==> src/rtl/fiu_pkg.sv <==
package fiu_pkg;
  localparam int REG_W       = 32;
  localparam int RX_FLAG_BIT = 4;
  localparam int TX_FLAG_BIT = 12;
  localparam int DONE_BIT    = 16;
  localparam int RX_CNT_LSB  = 0;
  localparam int TX_CNT_LSB  = 16;

  typedef struct packed {
    logic txPush;
    logic txPop;
    logic txFlush;
    logic rxPush;
    logic rxPop;
    logic rxFlush;
  } fifoStrobes_t;
endpackage

==> src/rtl/fiu_fifo.sv <==
module fiu_fifo #(
  parameter int WIDTH = 8,
  parameter int DEPTH = 64,
  localparam int AW = $clog2(DEPTH),
  localparam int CW = $clog2(DEPTH + 1)
) (
  input  logic             clk,
  input  logic             rstN,
  input  logic             push,
  input  logic             pop,
  input  logic             flush,
  input  logic [WIDTH-1:0] wrData,
  output logic [WIDTH-1:0] headData,
  output logic [CW-1:0]    count
);
  logic [WIDTH-1:0] mem [DEPTH];
  logic [AW-1:0]    wrPtr, rdPtr;

  always_ff @(posedge clk) begin
    if (push) mem[wrPtr] <= wrData;
  end

  always_ff @(posedge clk) begin
    if (!rstN || flush) begin
      wrPtr <= '0;
      rdPtr <= '0;
      count <= '0;
    end else begin
      if (push) wrPtr <= wrPtr + 1'b1;
      if (pop)  rdPtr <= rdPtr + 1'b1;
      count <= count + CW'(push) - CW'(pop);
    end
  end

  assign headData = mem[rdPtr];

  // the control must never push into a full queue or pop an empty one
  p_no_overflow_r3: assert property (@(posedge clk) disable iff (!rstN)
    (count == CW'(DEPTH)) |-> !push);
  p_no_underflow_r3: assert property (@(posedge clk) disable iff (!rstN)
    (count == '0) |-> !pop);
  // a flush leaves the queue empty
  p_flush_empty_r9: assert property (@(posedge clk) disable iff (!rstN)
    flush |=> (count == '0));
endmodule

==> src/rtl/fiu_datapath.sv <==
module fiu_datapath
  import fiu_pkg::*;
#(
  parameter int WIDTH = 8,
  parameter int DEPTH = 64,
  localparam int CW = $clog2(DEPTH + 1)
) (
  input  logic             clk,
  input  logic             rstN,
  input  fifoStrobes_t     strobes,
  input  logic [WIDTH-1:0] txInData,
  input  logic [WIDTH-1:0] rxInData,
  output logic [WIDTH-1:0] txHead,
  output logic [WIDTH-1:0] rxHead,
  output logic [CW-1:0]    txCount,
  output logic [CW-1:0]    rxCount
);
  fiu_fifo #(.WIDTH(WIDTH), .DEPTH(DEPTH)) uTxFifo (
    .clk(clk), .rstN(rstN),
    .push(strobes.txPush), .pop(strobes.txPop), .flush(strobes.txFlush),
    .wrData(txInData), .headData(txHead), .count(txCount)
  );

  fiu_fifo #(.WIDTH(WIDTH), .DEPTH(DEPTH)) uRxFifo (
    .clk(clk), .rstN(rstN),
    .push(strobes.rxPush), .pop(strobes.rxPop), .flush(strobes.rxFlush),
    .wrData(rxInData), .headData(rxHead), .count(rxCount)
  );
endmodule

==> src/rtl/fiu_control.sv <==
module fiu_control
  import fiu_pkg::*;
#(
  parameter int DEPTH = 64,
  localparam int CW = $clog2(DEPTH + 1),
  localparam int RX_HIGH = (3 * DEPTH) / 4,
  localparam int TX_LOW = DEPTH / 4
) (
  input  logic             clk,
  input  logic             rstN,
  input  logic             hostTxPush,
  input  logic             hostRxPop,
  input  logic             engTxPop,
  input  logic             engRxPush,
  input  logic             flushTx,
  input  logic             flushRx,
  input  logic             engDone,
  input  logic             enWrite,
  input  logic [REG_W-1:0] enWdata,
  input  logic             stsWrite,
  input  logic [REG_W-1:0] stsWdata,
  input  logic [CW-1:0]    txCount,
  input  logic [CW-1:0]    rxCount,
  output fifoStrobes_t     strobes,
  output logic [REG_W-1:0] intEnable,
  output logic [REG_W-1:0] intStatus,
  output logic             irq
);
  localparam logic [REG_W-1:0] SRC_MASK =
    (REG_W'(1) << RX_FLAG_BIT) | (REG_W'(1) << TX_FLAG_BIT) | (REG_W'(1) << DONE_BIT);

  logic txFull, txEmpty, rxFull, rxEmpty;
  logic rxHit, txHit;
  logic [REG_W-1:0] condVec, doneVec, clrVec, statusNext;

  assign txFull  = (txCount == CW'(DEPTH));
  assign txEmpty = (txCount == '0);
  assign rxFull  = (rxCount == CW'(DEPTH));
  assign rxEmpty = (rxCount == '0);

  always_comb begin
    strobes.txFlush = flushTx;
    strobes.rxFlush = flushRx;
    strobes.txPush  = hostTxPush && !txFull  && !flushTx;
    strobes.txPop   = engTxPop   && !txEmpty && !flushTx;
    strobes.rxPush  = engRxPush  && !rxFull  && !flushRx;
    strobes.rxPop   = hostRxPop  && !rxEmpty && !flushRx;
  end

  assign rxHit = (rxCount >= CW'(RX_HIGH));
  assign txHit = (txCount <= CW'(TX_LOW));

  always_comb begin
    condVec = '0;
    condVec[RX_FLAG_BIT] = rxHit;
    condVec[TX_FLAG_BIT] = txHit;
    doneVec = '0;
    doneVec[DONE_BIT] = engDone;
    clrVec = stsWrite ? (stsWdata & SRC_MASK) : '0;
    // a clear beats a threshold condition for one cycle; a done pulse beats a clear
    statusNext = ((intStatus | condVec) & ~clrVec) | doneVec;
  end

  always_ff @(posedge clk) begin
    if (!rstN) begin
      intStatus <= '0;
      intEnable <= '0;
    end else begin
      intStatus <= statusNext;
      if (enWrite) intEnable <= enWdata & SRC_MASK;
    end
  end

  assign irq = |(intStatus & intEnable);

  // inbound threshold flag follows the count unless cleared that cycle
  p_rx_flag_r4: assert property (@(posedge clk) disable iff (!rstN)
    (rxCount >= CW'(RX_HIGH)) && !(stsWrite && stsWdata[RX_FLAG_BIT]) |=> intStatus[RX_FLAG_BIT]);
  // outbound threshold flag
  p_tx_flag_r5: assert property (@(posedge clk) disable iff (!rstN)
    (txCount <= CW'(TX_LOW)) && !(stsWrite && stsWdata[TX_FLAG_BIT]) |=> intStatus[TX_FLAG_BIT]);
  // completion is never lost
  p_done_set_r6: assert property (@(posedge clk) disable iff (!rstN)
    engDone |=> intStatus[DONE_BIT]);
  // a one written to the completion bit clears it
  p_w1c_done_r7: assert property (@(posedge clk) disable iff (!rstN)
    stsWrite && stsWdata[DONE_BIT] && !engDone |=> !intStatus[DONE_BIT]);
  // irq only rises after an enabled source or an enable change
  p_irq_source_r8: assert property (@(posedge clk) disable iff (!rstN)
    $rose(irq) |-> (intStatus != '0) && (intEnable != '0));
endmodule

==> src/rtl/fifo_irq_unit.sv <==
module fifo_irq_unit
  import fiu_pkg::*;
#(
  parameter int WIDTH = 8,
  parameter int DEPTH = 64,
  localparam int CW = $clog2(DEPTH + 1)
) (
  input  logic             clk,
  input  logic             rstN,
  input  logic             hostTxPush,
  input  logic [WIDTH-1:0] hostTxData,
  input  logic             hostRxPop,
  output logic [WIDTH-1:0] hostRxData,
  input  logic             flushTx,
  input  logic             flushRx,
  input  logic             enWrite,
  input  logic [REG_W-1:0] enWdata,
  input  logic             stsWrite,
  input  logic [REG_W-1:0] stsWdata,
  output logic [REG_W-1:0] intEnable,
  output logic [REG_W-1:0] intStatus,
  output logic [REG_W-1:0] fifoStatus,
  input  logic             engTxPop,
  output logic [WIDTH-1:0] engTxData,
  output logic             engTxValid,
  input  logic             engRxPush,
  input  logic [WIDTH-1:0] engRxData,
  input  logic             engDone,
  output logic             irq
);
  fifoStrobes_t     strobes;
  logic [CW-1:0]    txCount, rxCount;
  logic [WIDTH-1:0] txHead, rxHead;

  fiu_control #(.DEPTH(DEPTH)) uCtrl (
    .clk(clk), .rstN(rstN),
    .hostTxPush(hostTxPush), .hostRxPop(hostRxPop),
    .engTxPop(engTxPop), .engRxPush(engRxPush),
    .flushTx(flushTx), .flushRx(flushRx), .engDone(engDone),
    .enWrite(enWrite), .enWdata(enWdata),
    .stsWrite(stsWrite), .stsWdata(stsWdata),
    .txCount(txCount), .rxCount(rxCount),
    .strobes(strobes), .intEnable(intEnable), .intStatus(intStatus), .irq(irq)
  );

  fiu_datapath #(.WIDTH(WIDTH), .DEPTH(DEPTH)) uData (
    .clk(clk), .rstN(rstN), .strobes(strobes),
    .txInData(hostTxData), .rxInData(engRxData),
    .txHead(txHead), .rxHead(rxHead),
    .txCount(txCount), .rxCount(rxCount)
  );

  always_comb begin
    fifoStatus = '0;
    fifoStatus[RX_CNT_LSB +: CW] = rxCount;
    fifoStatus[TX_CNT_LSB +: CW] = txCount;
  end

  assign engTxValid = (txCount != '0);
  assign engTxData  = txHead;
  assign hostRxData = (rxCount != '0) ? rxHead : '0;
endmodule

==> config.mk <==
export PLATFORM = sky130hd
export DESIGN_NAME = fifo_irq_unit
export DESIGN_NICKNAME = d
export VERILOG_FILES = /design/src/rtl/fiu_pkg.sv /design/src/rtl/fiu_fifo.sv /design/src/rtl/fiu_datapath.sv /design/src/rtl/fiu_control.sv /design/src/rtl/fifo_irq_unit.sv
export SDC_FILE = /design/constraint.sdc
export NUM_CORES = 1
export LEC_CHECK = 0
export ABC_AREA = 0
export BUFFER_PORTS_ARGS = -buffer_cell sky130_fd_sc_hd__clkbuf_2
export CAP_MARGIN = 20
export CORE_MARGIN = 2
export CORE_UTILIZATION = 40
export DETAILED_ROUTE_END_ITERATION = 6
export HOLD_SLACK_MARGIN = 0.05
export PLACE_DENSITY_LB_ADDON = 0.1
export REMOVE_ABC_BUFFERS = 1
export SLEW_MARGIN = 40
export SYNTH_ARGS = -nofsm -noshare
export SYNTH_HDL_FRONTEND = slang
export SYNTH_HIERARCHICAL = 1
export SYNTH_SLANG_ARGS = --single-unit
==> constraint.sdc <==
create_clock -name clk -period 4.27 [get_ports clk]
set_input_delay 0.2135 -clock clk [delete_from_list [all_inputs] [get_ports clk]]
set_output_delay 0.2135 -clock clk [all_outputs]
set_load 0.02 [all_outputs]
==> flow_metrics.env <==
export IMPL_status="finished clean"
export IMPL_gp_congestion=0.798
export IMPL_grt_pass1_wl_um=147000
export IMPL_power_density_nw_per_um2=475
export IMPL_pin_count=205
export IMPL_cts_resized=0
export IMPL_rows=120
export IMPL_crit_path_end_kind="output pin"
export IMPL_clk_latency_ps=690
export IMPL_diodes=0
export IMPL_vias=20971
export IMPL_tritoncts="done"
export IMPL_syn2layout_area_growth_pct=14.0
export IMPL_fin_nets=2477
export IMPL_grt_antenna_before_repair=2
export IMPL_postSynthCellCount=2198
export IMPL_cts_buffer_depth=3
export IMPL_chipWidth_um=332
export IMPL_hpwl_um=61300
export IMPL_total_power_mw=23.3
export IMPL_netlist_area_um2=43000
export IMPL_drive_gt1_share_pct=27.2
export IMPL_postSynthAreaPerCell_um2=19.6
export IMPL_clk_pin_slew_ps=60
export IMPL_criticalPathCategory="reg2out"
export IMPL_track_usage_pct=18.1
export IMPL_drt_first_pass_iters=5
export IMPL_critPathRequiredTime_ps=4060
export IMPL_p_leak_nw=15.1
export IMPL_htree_levels=3
export IMPL_wl_per_cell_um=25.7
export IMPL_synthFlopType="edfxtp_1"
export IMPL_min_period_ps=3980
export IMPL_peakVddDrop_uv=304
export IMPL_cts_root_buffer="clkbuf_16"
export IMPL_tightest_slew_ps=916
export IMPL_grt_max_degree=65
export IMPL_post_cts_buffers=0
export IMPL_numCtsBuffers=113
export IMPL_dieArea_um2=110000
export IMPL_via_per_inst=5.42
export IMPL_hold_class="in2reg"
export IMPL_grt_pass1_vias=21865
export IMPL_rsz0062_at_grt="false"
export IMPL_crit_arrival_ps=3770
export IMPL_yosysWarnings=6
export IMPL_ys_ff_latch=1080
export IMPL_drt_iter0_drc=1683
export IMPL_crit_path_max_fanout=12
export IMPL_finalClockSkew_ps=34.0
export IMPL_min_period_over_period_pct=93.3
export IMPL_maxSlewViolCount=0
export IMPL_max_freq_ghz=0.251
export IMPL_ys_async_sr_fraction_pct=0
export IMPL_hold_violations=0
export IMPL_core_um2=107000
export IMPL_initial_core_util_pct=40.2
export IMPL_max_slew_margin_pct=38.7
export IMPL_ant_nets=0
export IMPL_drc_errors=0
export IMPL_die_h_um=332
export IMPL_start_kind="register"
export IMPL_setup_viol=0
export IMPL_whs_ps=107
export IMPL_cts_sinks=1080
export IMPL_port_buffers=70
export IMPL_drt_wl_total_um=99400
export IMPL_synth_seq_area_share_pct=74.1
export IMPL_drv_cap=0
export IMPL_synth_cell_types=62
export IMPL_synth_edf_count=1024
export IMPL_grt_overflow_total=0
[cells in the final DEF (no fill, tap or decap), types with 21 or more instances in the layout]
cell type  instances
edfxtp_1        1024
mux4_2           243
clkbuf_16        116
nor2_1            95
conb_1            76
nor2_2            74
buf_4             72
clkbuf_2          70
nand2_1           54
dfxtp_1           48
mux2i_1           35
inv_1             34
o22ai_1           34
nor3_1            27
clkinv_1          27
clkbuf_1          26
nor2b_1           25
a21oi_1           24
clkinv_2          23
o21ai_0           21
[registers in the layout, indices dropped and copies added, names as in the netlist, named ones only]
signal               count
uData/uRxFifo/rdPtr      6
uData/uRxFifo/count      7
uData/uTxFifo/wrPtr      6
uCtrl/intEnable          3
uCtrl/intStatus          3
uData/uTxFifo/mem      512
uData/uRxFifo/wrPtr      6
uData/uRxFifo/mem      512
uData/uTxFifo/rdPtr      6
uData/uTxFifo/count      7
[synthesized netlist by cell type, types with 6 or more instances]
cell | number | area [um^2]
edfxtp_1 | 1024 | 30700
mux4_2 | 243 | 5470
nor2_1 | 169 | 634
buf_4 | 96 | 721
dfxtp_1 | 56 | 1120
nand2_1 | 54 | 203
clkbuf_1 | 42 | 158
mux2i_1 | 35 | 350
inv_1 | 34 | 128
o22ai_1 | 34 | 213
buf_2 | 31 | 155
nor3_1 | 31 | 155
nor2b_1 | 25 | 156
a21oi_1 | 24 | 120
o21ai_0 | 21 | 105
nand3_1 | 19 | 95.1
o221ai_1 | 19 | 166
ha_1 | 18 | 225
mux4_1 | 18 | 473
nand2b_1 | 18 | 113
xor2_1 | 13 | 114
a22oi_1 | 11 | 82.6
buf_6 | 11 | 124
a211oi_1 | 10 | 75.1
a21boi_0 | 10 | 75.1
a31oi_1 | 9 | 56.3
buf_1 | 9 | 33.8
nand4_1 | 9 | 56.3
o21ai_1 | 9 | 45.0
or2_2 | 9 | 56.3
xnor2_1 | 9 | 78.8
a22o_1 | 7 | 61.3
a2111oi_0 | 6 | 52.6
o211ai_1 | 6 | 45.0
[path summary, 6_finish.rpt]
kind / startpoint / to / slack, ps / cells after the start
setup / recovery: register / hostRxData[4] / 290 / 8
hold / removal: hostRxPop / register / 110 / 5
setup reg to reg: uData/uRxFifo/count[1] / uData/uRxFifo/count[6] / 1010 / 13
hold reg to reg: uData/uRxFifo/rdPtr[5] / register / 480 / 2
[final cells by class]
| cell class | count | area (um^2) |
|---|---|---|
| fillers | 9067 | 57900 |
| inverters | 34 | 128 |
| repair buffers | 171 | 1270 |
| multi-input cells | 966 | 10300 |
| well taps | 1403 | 1760 |
| clock inverters | 67 | 589 |
| flip-flops and latches | 1080 | 31900 |
| clock buffers | 148 | 3080 |
[routing by layer]
metal  part of all wire [%]  up-vias  global-route usage [%]
li1                       -     9136                       -
met1                     42    11171                    23.7
met2                     51      498                    30.9
met3                    3.8      164                    2.52
met4                    3.0        2                    6.27
met5                 0.0070        -                       0
[logic make-up (layout without fill, tap and decap cells)]
family	Yosys count	in the layout	share of synthesized area, %
other cells	2	76	0.0175
compound gates	187	187	2.98
flops	1080	1080	74.1
xor+xnor	22	22	0.448
buf+inv	226	420	3.18
fa+ha+maj	20	20	0.617
simple gates	360	360	3.92
mux	301	301	14.8
[critical path: stages, from the launching register on]
cell	delay (ps)
dfxtp_1	800
inv_1	340
nand2_1	450
o22ai_1	220
o21ai_0	270
nand2_1	130
nand2_1	80
a21boi_0	520
clkbuf_2	280
[report_power, final]
part           leakage (nW)  total (mW)  switching [mW]  internal (mW)
Sequential             9.66        11.8           0.129           11.7
Clock                  1.80        9.59            3.98           5.62
Combinational          3.69        1.90            1.16          0.740
[repair_timing]
item                                   in CTS  in global routing
hold buffers                               20                  0
setup endpoints to repair                   0                  0
endpoints found under the hold margin      21                  0
[through the flow]
| stage | setup slack (ps) | util [%] | setup TNS, ps | cell area [um^2] | instances |
|---|---|---|---|---|---|
| floorplan | -2410 | - | -35210 | 42100 | 2080 |
| global placement | 940 | 42.0 | 0 | 44900 | 3634 |
| detailed placement | 956 | 42.1 | 0 | 45100 | 3634 |
| CTS | 181 | 45.8 | 0 | 48900 | 3869 |
| global route | 42.0 | 45.9 | 0 | 49000 | 3869 |
| finish | 286 | 45.9 | 0 | 49000 | 3869 |
Power figures use the tool's default switching activity.
